$ cat src/rtl/oor_pkg.sv
package oor_pkg;
    localparam int REG_W  = 32;
    localparam int RSEL_W = 3;

    typedef enum logic [RSEL_W-1:0] {
        SEL_STATUS = 3'd0,
        SEL_ACK    = 3'd1,
        SEL_MASK   = 3'd2,
        SEL_CADDR  = 3'd3,
        SEL_CINFO  = 3'd4
    } reg_sel_e;

    // Record info word field positions
    localparam int INFO_LEN_LSB = 0;
    localparam int INFO_SRC_LSB = 8;
    localparam int INFO_WR_BIT  = 16;
    localparam int INFO_VLD_BIT = 31;
endpackage

$ cat src/rtl/oor_span_check.sv
module oor_span_check #(
    parameter int ADDR_W = 32,
    parameter int LEN_W  = 8
) (
    input  logic [ADDR_W-1:0] addr_i,
    input  logic [LEN_W-1:0]  len_i,
    input  logic [ADDR_W:0]   limit_i,
    output logic              fault_o
);
    localparam int SUM_W = ADDR_W + 1;

    logic [SUM_W-1:0] last_byte;

    always_comb begin
        // One extra bit holds the carry, so a wrapped end compares as large
        last_byte = {1'b0, addr_i} + SUM_W'(len_i);
        fault_o   = (last_byte >= limit_i);
    end
endmodule

$ cat src/rtl/oor_capture.sv
module oor_capture #(
    parameter int ADDR_W = 32,
    parameter int LEN_W  = 8,
    parameter int SRC_W  = 4
) (
    input  logic              clk,
    input  logic              rst_n,
    input  logic              take_i,
    input  logic              drop_i,
    input  logic [ADDR_W-1:0] addr_i,
    input  logic [LEN_W-1:0]  len_i,
    input  logic              wr_i,
    input  logic [SRC_W-1:0]  src_i,
    output logic              vld_o,
    output logic [ADDR_W-1:0] addr_o,
    output logic [LEN_W-1:0]  len_o,
    output logic              wr_o,
    output logic [SRC_W-1:0]  src_o
);
    typedef struct packed {
        logic              vld;
        logic [ADDR_W-1:0] addr;
        logic [LEN_W-1:0]  len;
        logic              wr;
        logic [SRC_W-1:0]  src;
    } rec_t;

    rec_t rec_d, rec_q;

    always_comb begin
        rec_d = rec_q;
        if (take_i && !rec_q.vld) begin
            rec_d.vld  = 1'b1;
            rec_d.addr = addr_i;
            rec_d.len  = len_i;
            rec_d.wr   = wr_i;
            rec_d.src  = src_i;
        end else if (drop_i) begin
            rec_d = '0;
        end
    end

    always_ff @(posedge clk or negedge rst_n) begin
        if (!rst_n) rec_q <= '0;
        else        rec_q <= rec_d;
    end

    assign vld_o  = rec_q.vld;
    assign addr_o = rec_q.addr;
    assign len_o  = rec_q.len;
    assign wr_o   = rec_q.wr;
    assign src_o  = rec_q.src;

    // A held record is never overwritten by a later fault
    assert_hold_record_R6: assert property (@(posedge clk) disable iff (!rst_n)
        (rec_q.vld && !drop_i) |=> ($stable(addr_o) && $stable(src_o) && vld_o));

    // An emptying read without a new capture leaves nothing behind
    assert_read_empties_R7: assert property (@(posedge clk) disable iff (!rst_n)
        (drop_i && rec_q.vld) |=> (!vld_o && addr_o == '0));

    // An empty record takes the fault's address
    assert_first_capture_R5: assert property (@(posedge clk) disable iff (!rst_n)
        (take_i && !vld_o) |=> (vld_o && addr_o == $past(addr_i)));
endmodule

$ cat src/rtl/oor_irq_status.sv
module oor_irq_status (
    input  logic       clk,
    input  logic       rst_n,
    input  logic       fault_i,
    input  logic       ack_we_i,
    input  logic       mask_we_i,
    input  logic [1:0] wdata_i,
    output logic [1:0] status_o,
    output logic [1:0] mask_o,
    output logic       irq_o
);
    typedef struct packed {
        logic [1:0] status;
        logic [1:0] mask;
        logic       irq;
    } st_t;

    st_t st_d, st_q;

    always_comb begin
        st_d = st_q;
        // Acknowledge first; a fault in the same cycle overrides it
        if (ack_we_i) st_d.status = st_q.status & ~wdata_i;
        if (fault_i) begin
            st_d.status[0] = 1'b1;
            if (st_q.status[0]) st_d.status[1] = 1'b1;
        end
        if (mask_we_i) st_d.mask = wdata_i;
        st_d.irq = |(st_q.status & st_q.mask);
    end

    always_ff @(posedge clk or negedge rst_n) begin
        if (!rst_n) st_q <= '0;
        else        st_q <= st_d;
    end

    assign status_o = st_q.status;
    assign mask_o   = st_q.mask;
    assign irq_o    = st_q.irq;

    assert_fault_sets_R1: assert property (@(posedge clk) disable iff (!rst_n)
        fault_i |=> status_o[0]);

    assert_second_fault_R4: assert property (@(posedge clk) disable iff (!rst_n)
        (fault_i && status_o[0]) |=> status_o[1]);

    assert_ack_clears_R3: assert property (@(posedge clk) disable iff (!rst_n)
        (ack_we_i && wdata_i[0] && !fault_i) |=> !status_o[0]);

    assert_irq_lag_R8: assert property (@(posedge clk) disable iff (!rst_n)
        1'b1 |=> (irq_o == $past(|(status_o & mask_o))));
endmodule

$ cat src/rtl/oor_logger.sv
module oor_logger
    import oor_pkg::*;
#(
    parameter int ADDR_W = 32,  // at most 32
    parameter int LEN_W  = 8,   // at most 8
    parameter int SRC_W  = 4    // at most 4
) (
    input  logic                clk,
    input  logic                rst_n,
    input  logic [ADDR_W:0]     mem_size,
    input  logic                cmd_valid,
    input  logic [ADDR_W-1:0]   cmd_addr,
    input  logic [LEN_W-1:0]    cmd_len,
    input  logic                cmd_write,
    input  logic [SRC_W-1:0]    cmd_src,
    input  logic                reg_en,
    input  logic                reg_wr,
    input  logic [RSEL_W-1:0]   reg_addr,
    input  logic [REG_W-1:0]    reg_wdata,
    output logic [REG_W-1:0]    reg_rdata,
    output logic                irq
);
    logic              span_fault, fault;
    logic              ack_we, mask_we, rec_drop;
    logic              rec_vld, rec_wr;
    logic [ADDR_W-1:0] rec_addr;
    logic [LEN_W-1:0]  rec_len;
    logic [SRC_W-1:0]  rec_src;
    logic [1:0]        status, mask;

    oor_span_check #(.ADDR_W(ADDR_W), .LEN_W(LEN_W)) u_span (
        .addr_i (cmd_addr),
        .len_i  (cmd_len),
        .limit_i(mem_size),
        .fault_o(span_fault)
    );

    always_comb begin
        fault    = cmd_valid && span_fault;
        ack_we   = reg_en && reg_wr && (reg_addr == SEL_ACK);
        mask_we  = reg_en && reg_wr && (reg_addr == SEL_MASK);
        rec_drop = reg_en && !reg_wr && (reg_addr == SEL_CADDR);
    end

    oor_capture #(.ADDR_W(ADDR_W), .LEN_W(LEN_W), .SRC_W(SRC_W)) u_cap (
        .clk   (clk),
        .rst_n (rst_n),
        .take_i(fault),
        .drop_i(rec_drop),
        .addr_i(cmd_addr),
        .len_i (cmd_len),
        .wr_i  (cmd_write),
        .src_i (cmd_src),
        .vld_o (rec_vld),
        .addr_o(rec_addr),
        .len_o (rec_len),
        .wr_o  (rec_wr),
        .src_o (rec_src)
    );

    oor_irq_status u_stat (
        .clk      (clk),
        .rst_n    (rst_n),
        .fault_i  (fault),
        .ack_we_i (ack_we),
        .mask_we_i(mask_we),
        .wdata_i  (reg_wdata[1:0]),
        .status_o (status),
        .mask_o   (mask),
        .irq_o    (irq)
    );

    always_comb begin
        reg_rdata = '0;
        case (reg_addr)
            SEL_STATUS: reg_rdata[1:0] = status;
            SEL_MASK:   reg_rdata[1:0] = mask;
            SEL_CADDR:  reg_rdata[ADDR_W-1:0] = rec_addr;
            SEL_CINFO: begin
                reg_rdata[INFO_LEN_LSB +: LEN_W] = rec_len;
                reg_rdata[INFO_SRC_LSB +: SRC_W] = rec_src;
                reg_rdata[INFO_WR_BIT]           = rec_wr;
                reg_rdata[INFO_VLD_BIT]          = rec_vld;
            end
            default:    reg_rdata = '0;
        endcase
    end

    // In-range traffic never touches the status
    assert_inrange_quiet_R2: assert property (@(posedge clk) disable iff (!rst_n)
        (!fault && !ack_we) |=> (status == $past(status)));
endmodule

$ cat config.mk
export PLATFORM = sky130hd
export DESIGN_NAME = oor_logger
export DESIGN_NICKNAME = d
export VERILOG_FILES = /design/src/rtl/oor_pkg.sv /design/src/rtl/oor_span_check.sv /design/src/rtl/oor_capture.sv /design/src/rtl/oor_irq_status.sv /design/src/rtl/oor_logger.sv
export SDC_FILE = /design/constraint.sdc
export NUM_CORES = 1
export LEC_CHECK = 0
export ABC_CLOCK_PERIOD_IN_PS = 1800
export BUFFER_PORTS_ARGS = -buffer_cell sky130_fd_sc_hd__buf_2
export CORE_MARGIN = 2
export CORE_UTILIZATION = 50
export DETAILED_ROUTE_END_ITERATION = 12
export PLACE_DENSITY = 0.79
export SLEW_MARGIN = 15
export SYNTH_ARGS = -nofsm -noshare
export SYNTH_HDL_FRONTEND = slang
export SYNTH_SLANG_ARGS = --single-unit
export TNS_END_PERCENT = 1
$ cat constraint.sdc
create_clock -name clk -period 1.8 [get_ports clk]
set_input_delay 0.18 -clock clk [delete_from_list [all_inputs] [get_ports clk]]
set_output_delay 0.18 -clock clk [all_outputs]
set_load 0.01 [all_outputs]
==> flow_metrics.py <==
metrics = {
    "global_route": {
        "grt_start_max_net_pins": 46,
        "gr-total-overflow": 0,
        "grt_pass1_vias": 4888,
        "antenna_found_initial": 0,
        "grt_first_pass_wirelength_um": 24400,
        "grtUsageTotal": 0.306,
    },
    "placed_design": {
        "post-place-ws_ns": -2.16,
        "place_hpwl_um": 10600,
        "gp_congestion": 0.964,
        "portBuffers": 120,
    },
    "logic_synthesis": {
        "synth_cell_types": 52,
        "synth_edf_count": 0,
        "synth_top_area_frac": 0.282,
        "ys_seq_area_frac": 0.282,
        "synthArstFlopShare": 1.00,
        "syn_nets": 662,
        "synth-compound-area-share": 0.285,
        "synth_top_family_by_area": "compound AO/OA/AOI/OAI gates",
        "synth_xor_area_frac": 0.0581,
        "yosysTopAreaCell": "dfrtp_1",
        "synthAdderAreaFrac": 0.118,
        "netlist_area_um2": 4520,
        "muxShareOfSynthArea": 0.00941,
        "synth.ff_latch_count": 51,
        "synth_cells": 502,
        "ys.flop_type": "dfrtp_1",
        "yosys_warnings": 0,
        "postSynthAreaPerCell_um2": 9.01,
        "synth_area_leaders": "dfrtp_1 28%, ha_1 11%, o31ai_2 11%, o211ai_1 7.5%, inv_1 7.1%",
        "yosys.area_share.simple": 0.136,
    },
    "final_layout": {
        "multi_input_area_um2": 3020,
        "drive_gt1_frac": 0.448,
        "area_growth_pct": 45.7,
        "num-fill-cells": 566,
        "register_area_um2": 1280,
        "final_common_cell": "buf_2",
        "finalNetCount": 873,
        "layout_common_cells": "118 x buf_2, 96 x buf_4, 85 x inv_1",
        "diodes": 0,
    },
    "timing": {
        "tightestPinTransition_ns": 0.696,
        "clock_skew_ns": 0.00823,
        "final_max_slew_viol_count": 0,
        "grt_setup_unrepaired": "true",
        "fin_ws_ns": -1.87,
        "fin_crit_sh": 2.04,
        "finalHoldViolCount": 0,
        "whs_ns": 0.122,
        "period_minus_slack_ns": 3.67,
        "slew_headroom": 0.536,
        "setup_viol": 48,
        "fmax_mhz": 272,
    },
    "pwr": {
        "p_per_area_nw_per_um2": 792,
        "p_leak_nw": 3.26,
        "ir_drop_v": 0.000703,
    },
    "critical_path": {
        "crit_path_end_kind": "register",
        "crit_arrival_ns": 3.86,
        "required_ns": 1.98,
        "critPathLaunchType": "input pin",
        "crit_type": "input pin to register",
        "rr_worst_depth": 4,
        "path_max_fanout": 8,
    },
    "route": {
        "vias": 4840,
        "routedWlPerCell_um": 18.9,
        "drt_pre_antenna_iters": 5,
        "vias_per_cell": 5.89,
        "antenna_left": 0,
        "drcViolationCount": 0,
        "drt_iter0_drc": 294,
        "routed_wl_um": 15500,
    },
    "run": {
        "drv_cap": 0,
    },
    "die": {
        "start_util": 0.516,
        "die_w_um": 99.1,
        "die_h_um": 99.1,
        "core_um2": 8760,
        "rows": 34,
        "die_area_um2": 9820,
        "pin_count": 151,
    },
    "hold_path": {
        "hold_class": "input pin to register",
        "worstHoldPathCells": 2,
    },
    "clocking": {
        "numCtsBuffers": 5,
        "htreeDepth": 2,
        "insertion_delay_ns": 0.32,
        "clockBufferDepth": 2,
        "clk_transition_reported_paths_ns": 0.09,
        "cts_root_buffer": "clkbuf_8",
        "cts_tree": "built",
        "clkSinkCount": 51,
    },
    "status": {
        "outcome": "finished with violations",
        "failed_checks": "negative setup slack",
    },
}
-- cells in the mapped netlist (all sizes together), types with 10 or more instances --
master and instances:
a21oi 20, a22o 14, xor2 14, nand2 17, o31ai 45, nor3 25
inv 86, nand3 14, nor2 10, ha 41, xnor2 16, o211ai 46
dfrtp 51, clkbuf 13, buf 19
-- logic make-up (layout without fill, tap and decap cells) --
group / after synthesis / in the layout
buffers and inverters: 118 / 330
AO/OA/AOI/OAI: 151 / 151
AND/OR/NAND/NOR: 106 / 106
multiplexers: 4 / 4
XOR/XNOR: 30 / 30
flip-flops: 51 / 51
adder cells (fa/ha/maj): 42 / 42
-- layer usage --
metal | GRT usage | routed length [um]
met4 | 0.102 | 513
met2 | 0.532 | 7580
met5 | 0 | 0
met1 | 0.391 | 6380
met3 | 0.0464 | 1070
-- flip-flops by register name, indices dropped and copies added, names as in the netlist --
name and count:
u_cap.wr_o 1, u_cap.addr_o 32, u_cap.vld_o 1, u_cap.src_o 4
u_cap.len_o 8, u_stat.irq_o 1, u_stat.status_o 2, u_stat.mask_o 2
-- area by class of cell --
class / instances / area share
multi-input combinational: 333 / 0.459
timing repair buffer: 236 / 0.257
sequential: 51 / 0.194
inverter: 86 / 0.0490
tap: 108 / 0.0205
clock buffer: 5 / 0.0104
clock inverter: 3 / 0.0103
-- power by group --
group	switching (mW)	internal, mW
clock network	0.409	0.554
registers	0.254	1.59
logic	1.19	1.21
total	1.86	3.36
-- worst paths after layout --
path	from	end	slack, ns
max	cmd_len[0]	u_cap.addr_o[29]	-1.87
min	reg_wdata[1]	u_stat.mask_o[1]	0.12
max reg2reg	u_cap.vld_o	u_cap.addr_o[28]	0.29
min reg2reg	u_cap.len_o[3]	u_cap.len_o[3]	0.54
max in group asynchronous	rst_n	u_cap.src_o[1]	0.70
min in group asynchronous	rst_n	u_cap.addr_o[24]	0.43
-- metrics by stage --
| stage | TNS [ns] | utilization | instance area [um^2] | power, mW | std cells |
|---|---|---|---|---|---|
| global route | -94.71 | 0.752 | 6590 | 5.49 | 822 |
| floorplan | -78.23 | - | 4560 | 3.09 | 502 |
| global placement | -95.25 | 0.670 | 5870 | 3.71 | 790 |
| detailed placement | -102.10 | 0.670 | 5870 | 3.81 | 790 |
| finish | -87.74 | 0.752 | 6590 | 5.22 | 822 |
| CTS | -82.90 | 0.735 | 6440 | 5.07 | 816 |
-- critical path, stage by stage --
cell       delay (ns)
buf_8            0.09
ha_4             0.15
inv_2            0.04
fa_2             0.36
nor2b_4          0.16
o2111ai_4        0.14
a31oi_2          0.24
nor2b_1          0.17
buf_4            0.18
nand4_1          0.11
xnor2_1          0.15
ha_1             0.31
nand4_1          0.21
nor4_4           0.40
nand2_2          0.11
o211ai_4         0.26
o21a_4           0.23
buf_6            0.14
clkbuf_16        0.16
o31ai_4          0.06
-- repair_timing --
action	in CTS	in global routing
gates resized for setup	39	18
hold buffers	1	0
cloned	3	1
hold endpoints to repair	27	0
buffers inserted	15	5
endpoints found under the setup margin	48	48
pin swaps	19	18
Power figures use the tool's default switching activity.
